File: config.mk
export PLATFORM = sky130hd
export DESIGN_NAME = baud_tick_gen
export DESIGN_NICKNAME = d
export VERILOG_FILES = /design/src/rtl/baud_tick_pkg.sv /design/src/rtl/baud_phase_acc.sv /design/src/rtl/baud_tick_detect.sv /design/src/rtl/baud_tick_gen.sv
export SDC_FILE = /design/constraint.sdc
export NUM_CORES = 1
export LEC_CHECK = 0
export BUFFER_PORTS_ARGS = -buffer_cell sky130_fd_sc_hd__buf_2
export CAP_MARGIN = 25
export CORE_MARGIN = 4
export CORE_UTILIZATION = 57
export DETAILED_ROUTE_END_ITERATION = 12
export PLACE_DENSITY = 0.76
export SLEW_MARGIN = 20
export SYNTH_ARGS = -nofsm -noshare
export SYNTH_HDL_FRONTEND = slang
export SYNTH_SLANG_ARGS = --single-unit
File: constraint.sdc
create_clock -name clk -period 1.7 [get_ports clk]
set_clock_uncertainty 0.05 [all_clocks]
set_input_delay 0.17 -clock clk [delete_from_list [all_inputs] [get_ports clk]]
set_output_delay 0.17 -clock clk [all_outputs]
set_load 0.03 [all_outputs]
File: src/rtl/baud_tick_pkg.sv
package baud_tick_pkg;

  typedef enum logic {
    SRC_MSB_EDGE = 1'b0,
    SRC_CARRY    = 1'b1
  } tick_src_e;

  // Index of the accumulator top bit: round(log2(ratio^2)).
  function automatic int calc_msb_idx(input real clk_hz, input real baud_hz);
    real ratio;
    ratio = clk_hz / baud_hz;
    return $rtoi($ln(ratio * ratio) / $ln(2.0) + 0.5);
  endfunction

  // Step added each clock: round(baud * 2^(msb+1) / clk).
  function automatic int calc_step(input real clk_hz, input real baud_hz,
                                   input int msb_idx);
    return $rtoi(baud_hz * (2.0 ** (msb_idx + 1)) / clk_hz + 0.5);
  endfunction

endpackage

File: src/rtl/baud_phase_acc.sv
module baud_phase_acc #(
  parameter int ACC_W = 21,
  parameter int STEP  = 2416
) (
  input  logic clk,
  input  logic rst,
  output logic acc_msb,
  output logic carry_nxt
);
  localparam logic [ACC_W-1:0] STEP_V = ACC_W'(STEP);

  logic [ACC_W-1:0] acc_q;
  logic [ACC_W:0]   sum;

  // Extend by one bit so the wrap shows up as a carry.
  assign sum       = {1'b0, acc_q} + {1'b0, STEP_V};
  assign carry_nxt = sum[ACC_W];
  assign acc_msb   = acc_q[ACC_W-1];

  always_ff @(posedge clk) begin
    if (rst) acc_q <= '0;
    else     acc_q <= sum[ACC_W-1:0];
  end
endmodule

File: src/rtl/baud_tick_detect.sv
module baud_tick_detect
  import baud_tick_pkg::*;
#(
  parameter tick_src_e TICK_SRC = SRC_MSB_EDGE
) (
  input  logic clk,
  input  logic rst,
  input  logic acc_msb,
  input  logic carry_nxt,
  output logic tick_o
);
  logic tick_q;
  assign tick_o = tick_q;

  generate
    if (TICK_SRC == SRC_MSB_EDGE) begin : g_edge
      logic msb_q;
      logic primed_q;
      logic unused_carry;
      assign unused_carry = carry_nxt;
      always_ff @(posedge clk) begin
        if (rst) begin
          msb_q    <= 1'b0;
          primed_q <= 1'b0;
          tick_q   <= 1'b0;
        end else begin
          msb_q    <= acc_msb;
          primed_q <= 1'b1;
          // A rise counts only once the delay register holds a real sample.
          tick_q   <= primed_q & acc_msb & ~msb_q;
        end
      end
    end else begin : g_carry
      logic unused_msb;
      assign unused_msb = acc_msb;
      always_ff @(posedge clk) begin
        if (rst) tick_q <= 1'b0;
        else     tick_q <= carry_nxt;
      end
    end
  endgenerate
endmodule

File: src/rtl/baud_tick_gen.sv
module baud_tick_gen
  import baud_tick_pkg::*;
#(
  parameter int        CLK_HZ   = 100_000_000,
  parameter int        BAUD_HZ  = 115_200,
  parameter tick_src_e TICK_SRC = SRC_MSB_EDGE
) (
  input  logic clk,
  input  logic rst,
  output logic tick_o,
  output logic sq_o
);
  localparam int MSB_IDX   = calc_msb_idx(real'(CLK_HZ), real'(BAUD_HZ));
  localparam int ACC_W     = MSB_IDX + 1;
  localparam int STEP_WORD = calc_step(real'(CLK_HZ), real'(BAUD_HZ), MSB_IDX);

  logic acc_msb;
  logic carry_nxt;

  baud_phase_acc #(
    .ACC_W (ACC_W),
    .STEP  (STEP_WORD)
  ) u_acc (
    .clk       (clk),
    .rst       (rst),
    .acc_msb   (acc_msb),
    .carry_nxt (carry_nxt)
  );

  baud_tick_detect #(
    .TICK_SRC (TICK_SRC)
  ) u_det (
    .clk       (clk),
    .rst       (rst),
    .acc_msb   (acc_msb),
    .carry_nxt (carry_nxt),
    .tick_o    (tick_o)
  );

  assign sq_o = acc_msb;
endmodule

==> metrics.yaml, run 1 <==
cts_sinks: 20
stdcell_area_um2: 967
setup_viol: 0
synthCells: 89
holdBufCountCts: 0
critical_path_buf_inv_count: 0
yosysUniqueCellTypes: 32
dp.cells: 107
synth_area_leader_cell: "dfxtp_1"
worst_path_max_delay_cell: "or4_4"
fin_util_pct: 70.0
placeableCoreArea_um2: 1380
clock-root-buffer: "clkbuf_4"
cp.arrival_ps: 1740
drc: 0
grt.total_usage_pct: 16.7
cts_tree: "done"
max_freq_mhz: 624
status: "completed"
place_area_um2: 905
instances_no_fill: 112
p_per_area_nw_per_um2: 1020
worstPathRequired_ps: 1840
drv_slew: 0
grt_overflow: 0
path_max_fanout: 8
drive_above_1_share_pct: 25.8
syn_nets: 92
clk_latency_ps: 300
port-buffer-count: 3
max_stage_delay_ps: 570
rows: 13
ios: 4
clkTransAtPathRegs_ps: 110
path_class: "flip-flop to flip-flop"
areaGrowthSynthToFinish_pct: 10.1
peakVddDrop_uv: 620
max_cap_violations: 0
startpoint_type: "flip-flop"
vias: 688
path_cells: "or4_4 > a21oi_4 > or3_1 > a21oi_2"
die_area_um2: 2230
synth_seq_area_share_pct: 45.6
die_h_um: 47.3
place.gp.congestion: 0.746
slew_headroom_pct: 74.5
vias_per_cell: 6.14
leakage_nw: 0.348
first_pass_iters: 4
hold_class: "input port to flip-flop"
grt_first_pass_wirelength_um: 2540
clock_path_buffers: 2
yosys_warnings: 0
period_share_pct: 94.3
totalWireLength_um: 1520
n_antenna_cell: 0
rsz0062_at_grt: "true"
postRouteAntennaNets: 0
synth_flop_cell: "dfxtp_1"
critPathTopFamily: "simple AND/OR/NAND/NOR gates"
layout_setup_ws_ps: 97.6
h-tree-depth: 1
syn_avg_cell_area_um2: 9.87
grt_pass1_vias: 595
antenna_found_initial: 0
post-route-min-period_ps: 1600
die_x_um: 47.3
dp_hpwl_um: 984
numCtsBuffers: 3
synth-edff-count: 0
synth_top_area_share_pct: 45.6
fin_hold_ws_ps: 179
place_ws_ps: 28.5
grt_max_degree: 19
finalHoldViolCount: 0
nets: 101
initial_core_util_pct: 63.5
finalPower_uw: 984
tightest_slew_ps: 382
syn_area_um2: 878
critPathCaptureType: "flip-flop"
ys_ff_latch: 20
synth_area_leaders: "dfxtp_1 46%, a21oi_1 4.6%, or3_1 4.3%"
setup_tns_ps: 0
synth_async_sr_flop_share_pct: 0
drt_iter0_drc: 18
wl_per_cell_um: 13.6
## routing by layer
metal	track usage [%]	routed length, um
met5	0	0
met1	18.6	739
met4	8.29	33
met3	6.90	76
met2	27.3	669
## cell usage in the layout (no fill, tap or decap), types with 3 or more instances in the layout
master	instances
a21oi_2	5
nand2_1	3
or3_1	6
buf_2	3
clkbuf_4	3
a21oi_1	7
inv_1	5
o31ai_1	3
o21ai_1	4
dfxtp_1	17
nor2_1	6
## sequential cells by signal, summed over array words and instances (netlist names)
signal / cells
u_det.g_edge.primed_q: 1
u_det.tick_o: 1
u_det.g_edge.msb_q: 1
u_acc.acc_q: 17
## final cells by class
cell class / instances / area, um^2
Multi-Input combinational cell: 63 / 457
Fill cell: 109 / 415
Sequential cell: 20 / 407
Clock buffer: 4 / 36.3
Timing Repair Buffer: 5 / 30.0
Inverter: 5 / 18.8
Tap cell: 15 / 18.8
## worst paths after layout
path                     end  cells past startpoint  slack [ps]           start
min           u_acc.acc_q[5]                      2         180             rst
max          u_acc.acc_q[19]                      4         100  u_acc.acc_q[8]
max reg2reg  u_acc.acc_q[19]                      4         100  u_acc.acc_q[8]
min reg2reg   u_acc.acc_q[4]                      1         400  u_acc.acc_q[4]
## cell usage after synthesis (all sizes together), types with 2 or more instances
library cell / number
dfxtp: 20
a21oi: 13
nor2: 6
o21ai: 6
or3: 6
inv: 5
or4: 4
nand2: 3
o31ai: 3
buf: 2
nand2b: 2
nand3: 2
nand4: 2
xnor2: 2
## kinds of logic after synthesis
group                    share of synthesized area, %
AND/OR/NAND/NOR                                  23.4
AO/OA/AOI/OAI                                    21.7
flip-flops                                       45.6
buffers and inverters                            4.70
XOR/XNOR                                         1.99
multiplexers                                     1.28
adder cells (fa/ha/maj)                          1.42
## where the power goes
group,leakage (nW),switching (mW),internal [mW]
Combinational,0.162,0.0875,0.0716
Clock,0.0210,0.144,0.131
Sequential,0.165,0.0478,0.503
Total,0.348,0.279,0.706
## timing repair
action	in CTS	in global routing
setup endpoints to repair	0	4
endpoints found under the hold margin	0	0
setup buffers	0	0
resized for setup	0	6
Note: power is estimated with default switching activity, not from simulation.
==> run 2, diff against run 1 <==
CORE_UTILIZATION = 30   (was 57)
PLACE_DENSITY = 0.46   (was 0.76)
==> run 2 against run 1 <==
Compared with the run above:
- sequential share of layout area is 1.0 points lower
- worst setup slack better by 5.3 ps
- critical path depth is 2 higher
- total power is 0.14% lower
- sequential power is 1% lower
- core utilization is 35 points lower
- final cell count is 15% higher
- die area is 73% higher
- sequential cell count stayed put
- combinational power is 3% higher
- design area is 1.3% higher
- critical path type unchanged
- largest cell class unchanged
- highest routed layer unchanged
==> metrics.yaml, run 2 (same netlist as run 1, synthesis figures left out) <==
place.gp.congestion: 0.746  # about the same
tightest_slew_ps: 355  # -26.8 ps
largest_reg_flops: 17  # unchanged
path_max_fanout: 8  # unchanged
postRouteAntennaNets: 0  # unchanged
clk_latency_ps: 300  # about the same
nets: 102  # +0.99%
grt_first_pass_wirelength_um: 2820  # +11%
placeableCoreArea_um2: 2780  # +100%
hold_class: "input port to flip-flop"
swShare_pct: 27.8  # -0.55 points
max_cap_violations: 0  # unchanged
cp.arrival_ps: 1750  # about the same
leakage_nw: 0.352  # +0.95%
p_per_area_nw_per_um2: 1000  # -1.4%
max_freq_mhz: 626  # +0.33%
numCtsBuffers: 3  # unchanged
grt_overflow: 0  # unchanged
grt_max_degree: 12  # -7
peakVddDrop_uv: 467  # -25%
die_h_um: 62.1  # +31%
setup_viol: 0  # unchanged
vias_per_cell: 5.16  # -16%
netSwitchingPower_uw: 273  # -2.1%
status: "completed"
port-buffer-count: 3  # unchanged
finalHoldViolCount: 0  # unchanged
clock_path_buffers: 2  # unchanged
clkTransAtPathRegs_ps: 110  # about the same
h-tree-depth: 1  # unchanged
die_x_um: 62.1  # +31%
worstPathRequired_ps: 1850  # about the same
vias: 666  # -3.2%
grt_pass1_vias: 620  # +4.2%
startpoint_type: "flip-flop"
n_antenna_cell: 0  # unchanged
stdcell_area_um2: 980  # +1.3%
rsz0062_at_grt: "false"
fin_hold_ws_ps: 67.1  # -112 ps
path_class: "flip-flop to flip-flop"
combPwrFrac_pct: 16.6  # +0.4 points
totalWireLength_um: 1610  # +5.8%
final_common_cell: "dfxtp_1"
areaGrowthSynthToFinish_pct: 11.5
period_share_pct: 93.9  # -0.31 points
slew_headroom_pct: 76.2  # +1.7 points
clockPowerShare_pct: 27.9  # about the same
antenna_found_initial: 0  # unchanged
post-route-min-period_ps: 1600  # -5.34 ps
drv_slew: 0  # unchanged
cts_tree: "done"
p_seq_share_pct: 55.5  # -0.5 points
critPathCaptureType: "flip-flop"
initial_core_util_pct: 31.6  # -32 points
ios: 4  # unchanged
top_register: "u_acc.acc_q"
grt.total_usage_pct: 9.30  # -7.4 points
first_pass_iters: 4  # unchanged
rows: 19  # +6
dp_hpwl_um: 1140  # +16%
place_area_um2: 932  # +3.0%
drt_iter0_drc: 23  # +5
die_area_um2: 3860  # +73%
final_cell_mix: "19 x dfxtp_1, 8 x a21oi_1, 6 x or3_1, 6 x nor2_1, 5 x inv_1"
drive_above_1_share_pct: 23.5  # -2.3 points
setup_tns_ps: 0  # unchanged
drc: 0  # unchanged
wl_per_cell_um: 12.5  # -8.1%
clock-root-buffer: "clkbuf_4"
internal_power_uw: 710  # +0.63%
cts_sinks: 20  # unchanged
run 2: worst paths after layout:
kind	from	end	slack (ps)	cells after the start
setup reg to reg	u_acc.acc_q[4]	u_acc.acc_q[20]	100	6
hold reg to reg	u_acc.acc_q[4]	u_acc.acc_q[4]	400	1
setup / recovery	u_acc.acc_q[4]	u_acc.acc_q[20]	100	6
hold / removal	rst	u_acc.acc_q[4]	70	2
run 2: repair_timing:
item                       in CTS  in global routing
setup endpoints to repair       0                  4
hold endpoints to repair        0                  0
hold buffers                    0                  0
resized for setup               0                  2
buffers inserted                0                  1
run 2: cell type report:
| type | instances | area (um^2) |
|---|---|---|
| repair buffers | 7 | 45.0 |
| inverters | 5 | 18.8 |
| flip-flops and latches | 20 | 402 |
| clock buffers | 4 | 36.3 |
| well taps | 31 | 38.8 |
| multi-input cells | 62 | 439 |
| fillers | 291 | 1800 |
run 2: metal layers:
| layer | global-route usage [%] | up-vias | share of wire [%] |
|---|---|---|---|
| met2 | 14.0 | 7 | 45 |
| met3 | 4.32 | 4 | 2.4 |
| met5 | 0 | - | 0 |
| met1 | 11.2 | 311 | 51 |
| met4 | 4.07 | 0 | 1.9 |
| li1 | - | 344 | - |
run 2: power by group through the flow:
stage	Sequential, mW	Combinational [mW]	Clock, mW
after floorplan	0.550	0.124	0
after global placement	0.556	0.153	0
after detailed placement	0.556	0.159	0
after CTS	0.545	0.159	0.292
after global routing	0.552	0.185	0.318
final	0.545	0.163	0.274
run 2: metrics by stage:
step	util, %	total power [mW]	setup slack [ps]	cells
2_1_floorplan	-	0.674	133	89
3_3_place_gp	33.5	0.709	78.3	124
3_5_place_dp	33.5	0.714	24.5	124
4_1_cts	34.8	0.996	9.66	128
5_1_grt	35.2	1.05	11.1	129
6_report	35.2	0.983	103	129
run 2: critical path, stage by stage (launching register included):
cell	delay (ps)
dfxtp_2	350
inv_1	60
ha_2	190
nand2b_4	80
a211oi_4	360
nor4b_2	100
mux2_1	310
